--- src/rtl/lfsr_pkg.sv ---
package lfsr_pkg;

  typedef enum logic {
    TOPO_MANY_TO_ONE = 1'b0,
    TOPO_ONE_TO_MANY = 1'b1
  } topo_e;

  localparam int MAX_WIDTH = 24;

  // Maximal-length tap positions, bit k of the mask = register bit k.
  // Width 19 has no entry; the supported widths are 2..18 and 20..24.
  function automatic logic [MAX_WIDTH-1:0] tap_mask(input int width);
    case (width)
      2:       return 24'h000003;
      3:       return 24'h000005;
      4:       return 24'h000009;
      5:       return 24'h000012;
      6:       return 24'h000021;
      7:       return 24'h000041;
      8:       return 24'h00008E;
      9:       return 24'h000108;
      10:      return 24'h000204;
      11:      return 24'h000402;
      12:      return 24'h000829;
      13:      return 24'h00100D;
      14:      return 24'h002015;
      15:      return 24'h004001;
      16:      return 24'h008016;
      17:      return 24'h010004;
      18:      return 24'h020040;
      20:      return 24'h080004;
      21:      return 24'h100002;
      22:      return 24'h200001;
      23:      return 24'h400010;
      24:      return 24'h80000D;
      default: return 24'h000000;
    endcase
  endfunction

endpackage

--- src/rtl/lfsr_step.sv ---
module lfsr_step
  import lfsr_pkg::*;
#(
  parameter int    WIDTH    = 8,
  parameter topo_e TOPOLOGY = TOPO_MANY_TO_ONE,
  parameter bit    USE_XNOR = 1'b0
) (
  input  logic [WIDTH-1:0] cur,
  input  logic             full_cycle,
  output logic [WIDTH-1:0] nxt
);

  localparam logic [WIDTH-1:0] TAPS     = WIDTH'(tap_mask(WIDTH));
  localparam logic [WIDTH-2:0] LOW_LOCK = USE_XNOR ? {(WIDTH-1){1'b1}} : '0;
  localparam logic             INV      = USE_XNOR;

  // The lower bits match the lock-up pattern: flip the feedback so the
  // sequence detours through the lock-up state and back out again.
  logic detour;
  assign detour = full_cycle && (cur[WIDTH-2:0] == LOW_LOCK);

  generate
    if (TOPOLOGY == TOPO_MANY_TO_ONE) begin : g_many_to_one
      logic fb;
      assign fb  = (^(cur & TAPS)) ^ INV ^ detour;
      assign nxt = {cur[WIDTH-2:0], fb};
    end else begin : g_one_to_many
      logic src;
      assign src    = cur[WIDTH-1] ^ detour;
      assign nxt[0] = src;
      for (genvar k = 0; k < WIDTH-1; k++) begin : g_bit
        if (TAPS[k]) begin : g_tap
          assign nxt[k+1] = cur[k] ^ src ^ INV;
        end else begin : g_pass
          assign nxt[k+1] = cur[k];
        end
      end
    end
  endgenerate

endmodule

--- src/rtl/lfsr_seed_guard.sv ---
module lfsr_seed_guard #(
  parameter int WIDTH    = 8,
  parameter bit USE_XNOR = 1'b0
) (
  input  logic [WIDTH-1:0] seed,
  input  logic             full_cycle,
  output logic [WIDTH-1:0] safe_seed
);

  localparam logic [WIDTH-1:0] FORBID  = USE_XNOR ? {WIDTH{1'b1}} : '0;
  localparam logic [WIDTH-1:0] DEFAULT = USE_XNOR ? ~WIDTH'(1) : WIDTH'(1);

  always_comb begin
    if (!full_cycle && (seed == FORBID)) safe_seed = DEFAULT;
    else                                 safe_seed = seed;
  end

endmodule

--- src/rtl/lfsr_gen.sv ---
module lfsr_gen
  import lfsr_pkg::*;
#(
  parameter int    WIDTH    = 8,
  parameter topo_e TOPOLOGY = TOPO_MANY_TO_ONE,
  parameter bit    USE_XNOR = 1'b0
) (
  input  logic             clk,
  input  logic             rst,
  input  logic             load,
  input  logic [WIDTH-1:0] seed,
  input  logic             enable,
  input  logic             full_cycle,
  output logic [WIDTH-1:0] state,
  output logic             serial_out
);

  localparam logic [WIDTH-1:0] DEFAULT = USE_XNOR ? ~WIDTH'(1) : WIDTH'(1);

  logic [WIDTH-1:0] step_val;
  logic [WIDTH-1:0] load_val;

  lfsr_step #(.WIDTH(WIDTH), .TOPOLOGY(TOPOLOGY), .USE_XNOR(USE_XNOR)) u_step (
    .cur        (state),
    .full_cycle (full_cycle),
    .nxt        (step_val)
  );

  lfsr_seed_guard #(.WIDTH(WIDTH), .USE_XNOR(USE_XNOR)) u_guard (
    .seed       (seed),
    .full_cycle (full_cycle),
    .safe_seed  (load_val)
  );

  always_ff @(posedge clk) begin
    if (rst)         state <= DEFAULT;
    else if (load)   state <= load_val;
    else if (enable) state <= step_val;
  end

  assign serial_out = state[WIDTH-1];

endmodule

--- config.mk ---
export PLATFORM = sky130hd
export DESIGN_NAME = lfsr_gen
export DESIGN_NICKNAME = d
export VERILOG_FILES = /design/src/rtl/lfsr_pkg.sv /design/src/rtl/lfsr_step.sv /design/src/rtl/lfsr_seed_guard.sv /design/src/rtl/lfsr_gen.sv
export SDC_FILE = /design/constraint.sdc
export NUM_CORES = 1
export LEC_CHECK = 0
export BUFFER_PORTS_ARGS = -buffer_cell sky130_fd_sc_hd__buf_4
export CAP_MARGIN = 20
export CORE_MARGIN = 2
export CORE_UTILIZATION = 40
export CTS_BUF_LIST = sky130_fd_sc_hd__clkbuf_8
export CTS_CLUSTER_SIZE = 14
export DETAILED_ROUTE_END_ITERATION = 6
export PLACE_DENSITY = 0.77
export RECOVER_POWER = 50
export SYNTH_ARGS = -nofsm -noshare
export SYNTH_HDL_FRONTEND = slang
export SYNTH_HIERARCHICAL = 1
export SYNTH_SLANG_ARGS = --single-unit
--- constraint.sdc ---
create_clock -name clk -period 2.3 [get_ports clk]
set_input_delay 0.46 -clock clk [delete_from_list [all_inputs] [get_ports clk]]
set_output_delay 0.46 -clock clk [all_outputs]
set_load 0.005 [all_outputs]
# After elaboration in Yosys (flattened, before gate mapping)
# Cells that the tools add are included.
# totals
regBits	8
inputBits	13
output_inout_bits	9
word_cells	12
# op_classes
mux	3
bitwise_logic	1
n_reduce_logical	7
# ops
op	count
2-to-1 mux 8 bit	3
zero test 8 bit	1
parity 8 bit	1
zero test 7 bit	1
logical AND 1 bit	2
nonzero test 2 bit	1
zero test 1 bit	1
XOR 1 bit	1

# Logic depth before layout (Yosys ltp)
# depth
word_depth	5
ltp_mapped	8
mapped_depth_nobuf	7

# Modules after synthesis
# Netlist, hierarchy kept.
# by_module_without_submodules
mod	instances	cells_per_inst	area_per_inst_um2	seq_area_each_um2
lfsr_gen	1	37	379.1	160.2
lfsr_step	1	16	122.6	0.0
lfsr_seed_guard	1	10	46.3	0.0

# Worst setup path before layout
# No wires, ideal clock.
# synth_path
path_type	register to register
start	register state[2]
end	register state[0]
setup_time_ns	0.121
arrival_ns	1.284
required_time_ns	2.179
path_slack_ns	0.895
stages_incl_launch_ff	9
path_buffers	1
synth_period_minus_slack_ns	1.405
path_cell_list	dfxtp_1 inv_1 ha_1 nor4b_2 a31oi_1 xnor2_1 buf_4 mux2i_1 a21oi_1
# synth_between
elab_chain_cells	5
elab_cells_between_ends	6
cone_classes	2 x mux; 1 x bitwise; 3 x reduce/logical
# synth_rtl
item	line	source
start: declaration	lfsr_gen.sv:14	output logic [WIDTH-1:0] state,
start signal: assignment	lfsr_gen.sv:37	else if (load) state <= load_val;
start signal: assignment	lfsr_gen.sv:38	else if (enable) state <= step_val;
zero test 7 bit	lfsr_step.sv:20	assign detour = full_cycle && (cur[WIDTH-2:0] == LOW_LOCK);
logical AND 1 bit	lfsr_step.sv:20	
XOR 1 bit *	lfsr_step.sv:25	assign fb = (^(cur & TAPS)) ^ INV ^ detour;
net u_step.g_many_to_one.fb	lfsr_step.sv:24	logic fb;
2-to-1 mux 8 bit *	lfsr_gen.sv:38	
2-to-1 mux 8 bit *	lfsr_gen.sv:37	
# Mark *: on every way through the listed nets, which the timed path passes. The rest lies on a longest branch. The select of a mux whose other input is x is not followed.
# A chain may end at the register's enable or synchronous reset.

# Worst setup path in the final report
# layout_path
start	register state[2]
end	register state[0]
# layout_between
elab_chain_cells	5
elab_cells_between_ends	6
cone_classes	2 x mux; 1 x bitwise; 3 x reduce/logical
# layout_rtl
item	line	source
zero test 7 bit	lfsr_step.sv:20	
logical AND 1 bit	lfsr_step.sv:20	
XOR 1 bit *	lfsr_step.sv:25	
net step_val[0]	lfsr_gen.sv:20	logic [WIDTH-1:0] step_val;
2-to-1 mux 8 bit *	lfsr_gen.sv:38	
2-to-1 mux 8 bit *	lfsr_gen.sv:37	
# Marked as above.

==> qor.yml <==
run_status:
  outcome: "finished clean"
placed_design:
  gp_congestion: 0.7471
  io_buffers: 21
  dpl_cell_area_sq_um: 615.6
  place_ws_ns: 0.8658
  dp.cells: 81
global_routing:
  antenna_found_initial: 0
  grt_overflow_total: 0
  grt_pass1_vias: 353
  grt_start_max_net_pins: 11
  grt_pass1_wl_mm: 1.331
  grtUsageTotal_pct: 13.16
cts:
  h-tree-depth: 1
  clock_latency_ns: 0.22
  cts_made_buffers: 3
  cts_buffer_depth: 2
  postCtsHoldBufs: 0
  cts_tree: "built"
  cts.clk_slew.worst_paths_ns: 0.04
  cts_resized: 0
  cts_sinks: 8
  cts-root-buf: "clkbuf_8"
  post-cts-setup-buffers: 0
synth:
  synth_top_family_by_area: "buffers and inverters"
  synth.most_common_cell: "buf_4"
  synthDistinctLibCells: 18
  synth_area_sq_um: 548.0
  synth_xor_area_share_pct: 3.196
  synth_common_cells: "buf_4, clkbuf_1, dfxtp_1, mux2i_1"
  ys_ff_latch: 8
  syn_area_per_cell_sq_um: 8.699
  synth_top_area_share_pct: 29.22
  synth_simple_gate_area_share_pct: 15.07
  synthFlopType: "dfxtp_1"
  synth_nets: 77
  synth_edf_count: 0
  yosys_warnings: 6
  yosys.area_share.adder_pct: 2.283
  async_reset_ff_share_pct: 0
  seq_area_frac_synth_pct: 29.22
  synthMuxAreaShare_pct: 14.61
  synth_compound_area_share_pct: 13.01
  synth_area_leaders: "dfxtp_1, mux2i_1, buf_4, a211oi_1, nor2b_1"
  synthCells: 63
  synth_top_area_cell: "dfxtp_1"
setup_path:
  critPathArrivalTime_ns: 1.59
  reg2regPathDepth: 7
  setup.worst_path.start_class: "register"
  critPathRequiredTime_ns: 2.45
  worstSetupEndpointType: "register"
  critical_path_class: "register to register"
  worstPathMaxFanout: 4
final_layout:
  layout.nets: 85
  fillCellCount: 117
  drive_gt1_share_pct: 34.78
  utilization_pct: 50.83
  syn_to_final_growth_pct: 19.18
  fin_cells: 84
  antenna_cells: 0
  regMostFlops: "state"
  fin_area_sq_um: 653.1
  reg_top3: "state (8)"
  largest_reg_flops: 8
floorplan:
  die_h_microns: 41.02
  io_pins: 22
  dieArea_sq_um: 1682
  die_w_microns: 41.02
  rows: 13
  start_util_pct: 42.65
  fp.coreArea_sq_um: 1285
routing:
  routed_via_density: 4.655
  ant_nets: 0
  drt_iter0_markers: 4
  wl_per_cell_microns: 10.79
  firstDrtPassIters: 4
  routed_wl_microns: 906
  vias: 391
  drc: 0
sta:
  setup-tns-final_ns: 0
  slew_headroom_pct: 65.58
  rsz0062_at_grt: "no"
  max_clock_freq_mhz: 695.4
  timing.final.hold_violations: 0
  fin_crit_ns: 1.438
  setup_viol: 0
  worstMarginPinSlew_ns: 0.5163
  hold_slack_ns: 0.4666
  period_share_pct: 62.52
  finalClockSkew_ns: 0.0003524
  worst_slack_ns: 0.8621
  finalMaxSlewViolations: 0
min_path:
  holdPathStages: 2
  hold_class: "primary input to register"
power_and_ir_drop:
  powerDensity_nw_per_um2: 626.0
  p_leak_nw: 0.3008
  vdd_drop_max_mv: 0.2255
  total_power_mw: 0.4088
flow_run:
  drv_cap: 0
final timing paths:
| path | startpoint | slack, ns | to |
|---|---|---|---|
| max | state[2]$_SDFFE_PP0P_ | 0.86 | state[0]$_SDFFE_PP1P_ |
| min | rst | 0.47 | state[2]$_SDFFE_PP0P_ |
| max reg2reg | state[2]$_SDFFE_PP0P_ | 0.86 | state[0]$_SDFFE_PP1P_ |
| min reg2reg | state[3]$_SDFFE_PP0P_ | 0.60 | state[3]$_SDFFE_PP0P_ |
worst max-delay path: stages, from the launching register on:
cell and delay (ns):
dfxtp_1 0.36, inv_1 0.06, ha_1 0.19, nor4b_2 0.16, a31oi_1 0.21, xnor2_1 0.15
mux2i_1 0.11, a21oi_1 0.14
per-layer routing:
metal | part of all wire (%) | track usage (%)
met2 | 44 | 19.92
met3 | 8.5 | 4.891
met4 | 0 | 10.00
met5 | 0 | 0
met1 | 47 | 14.75
layout make-up:
class	instances	area, sq um	share of cell area (%)
multi-input combinational	33	264.0	40.42
inverter	4	15.01	2.299
tap	15	18.77	2.874
clock buffer	3	41.29	6.322
timing repair buffer	21	153.9	23.56
sequential	8	160.2	24.52
cells in the final DEF (no fill, tap or decap), drive strengths merged:
master	n
buf	19
mux2i	8
dfxtp	8
nor2b	7
a211oi	7
clkbuf	5
inv	4
nor4	2
nor2	1
nor3b	1
a21oi	1
a21o	1
xor2	1
nor4b	1
a31oi	1
xnor2	1
ha	1
cell families after synthesis:
group / after synthesis
AND/OR/NAND/NOR: 12
AO/OA/AOI/OAI: 10
multiplexers: 8
buffers and inverters: 22
XOR/XNOR: 2
adder cells (fa/ha/maj): 1
flip-flops: 8
where the power goes:
group	internal, mW	leakage (nW)	total (mW)	switching [mW]
clock	0.112	0.0216	0.158	0.0456
sequential	0.151	0.0666	0.163	0.0117
combinational	0.0523	0.213	0.0882	0.0359
Power figures use the tool's default switching activity.
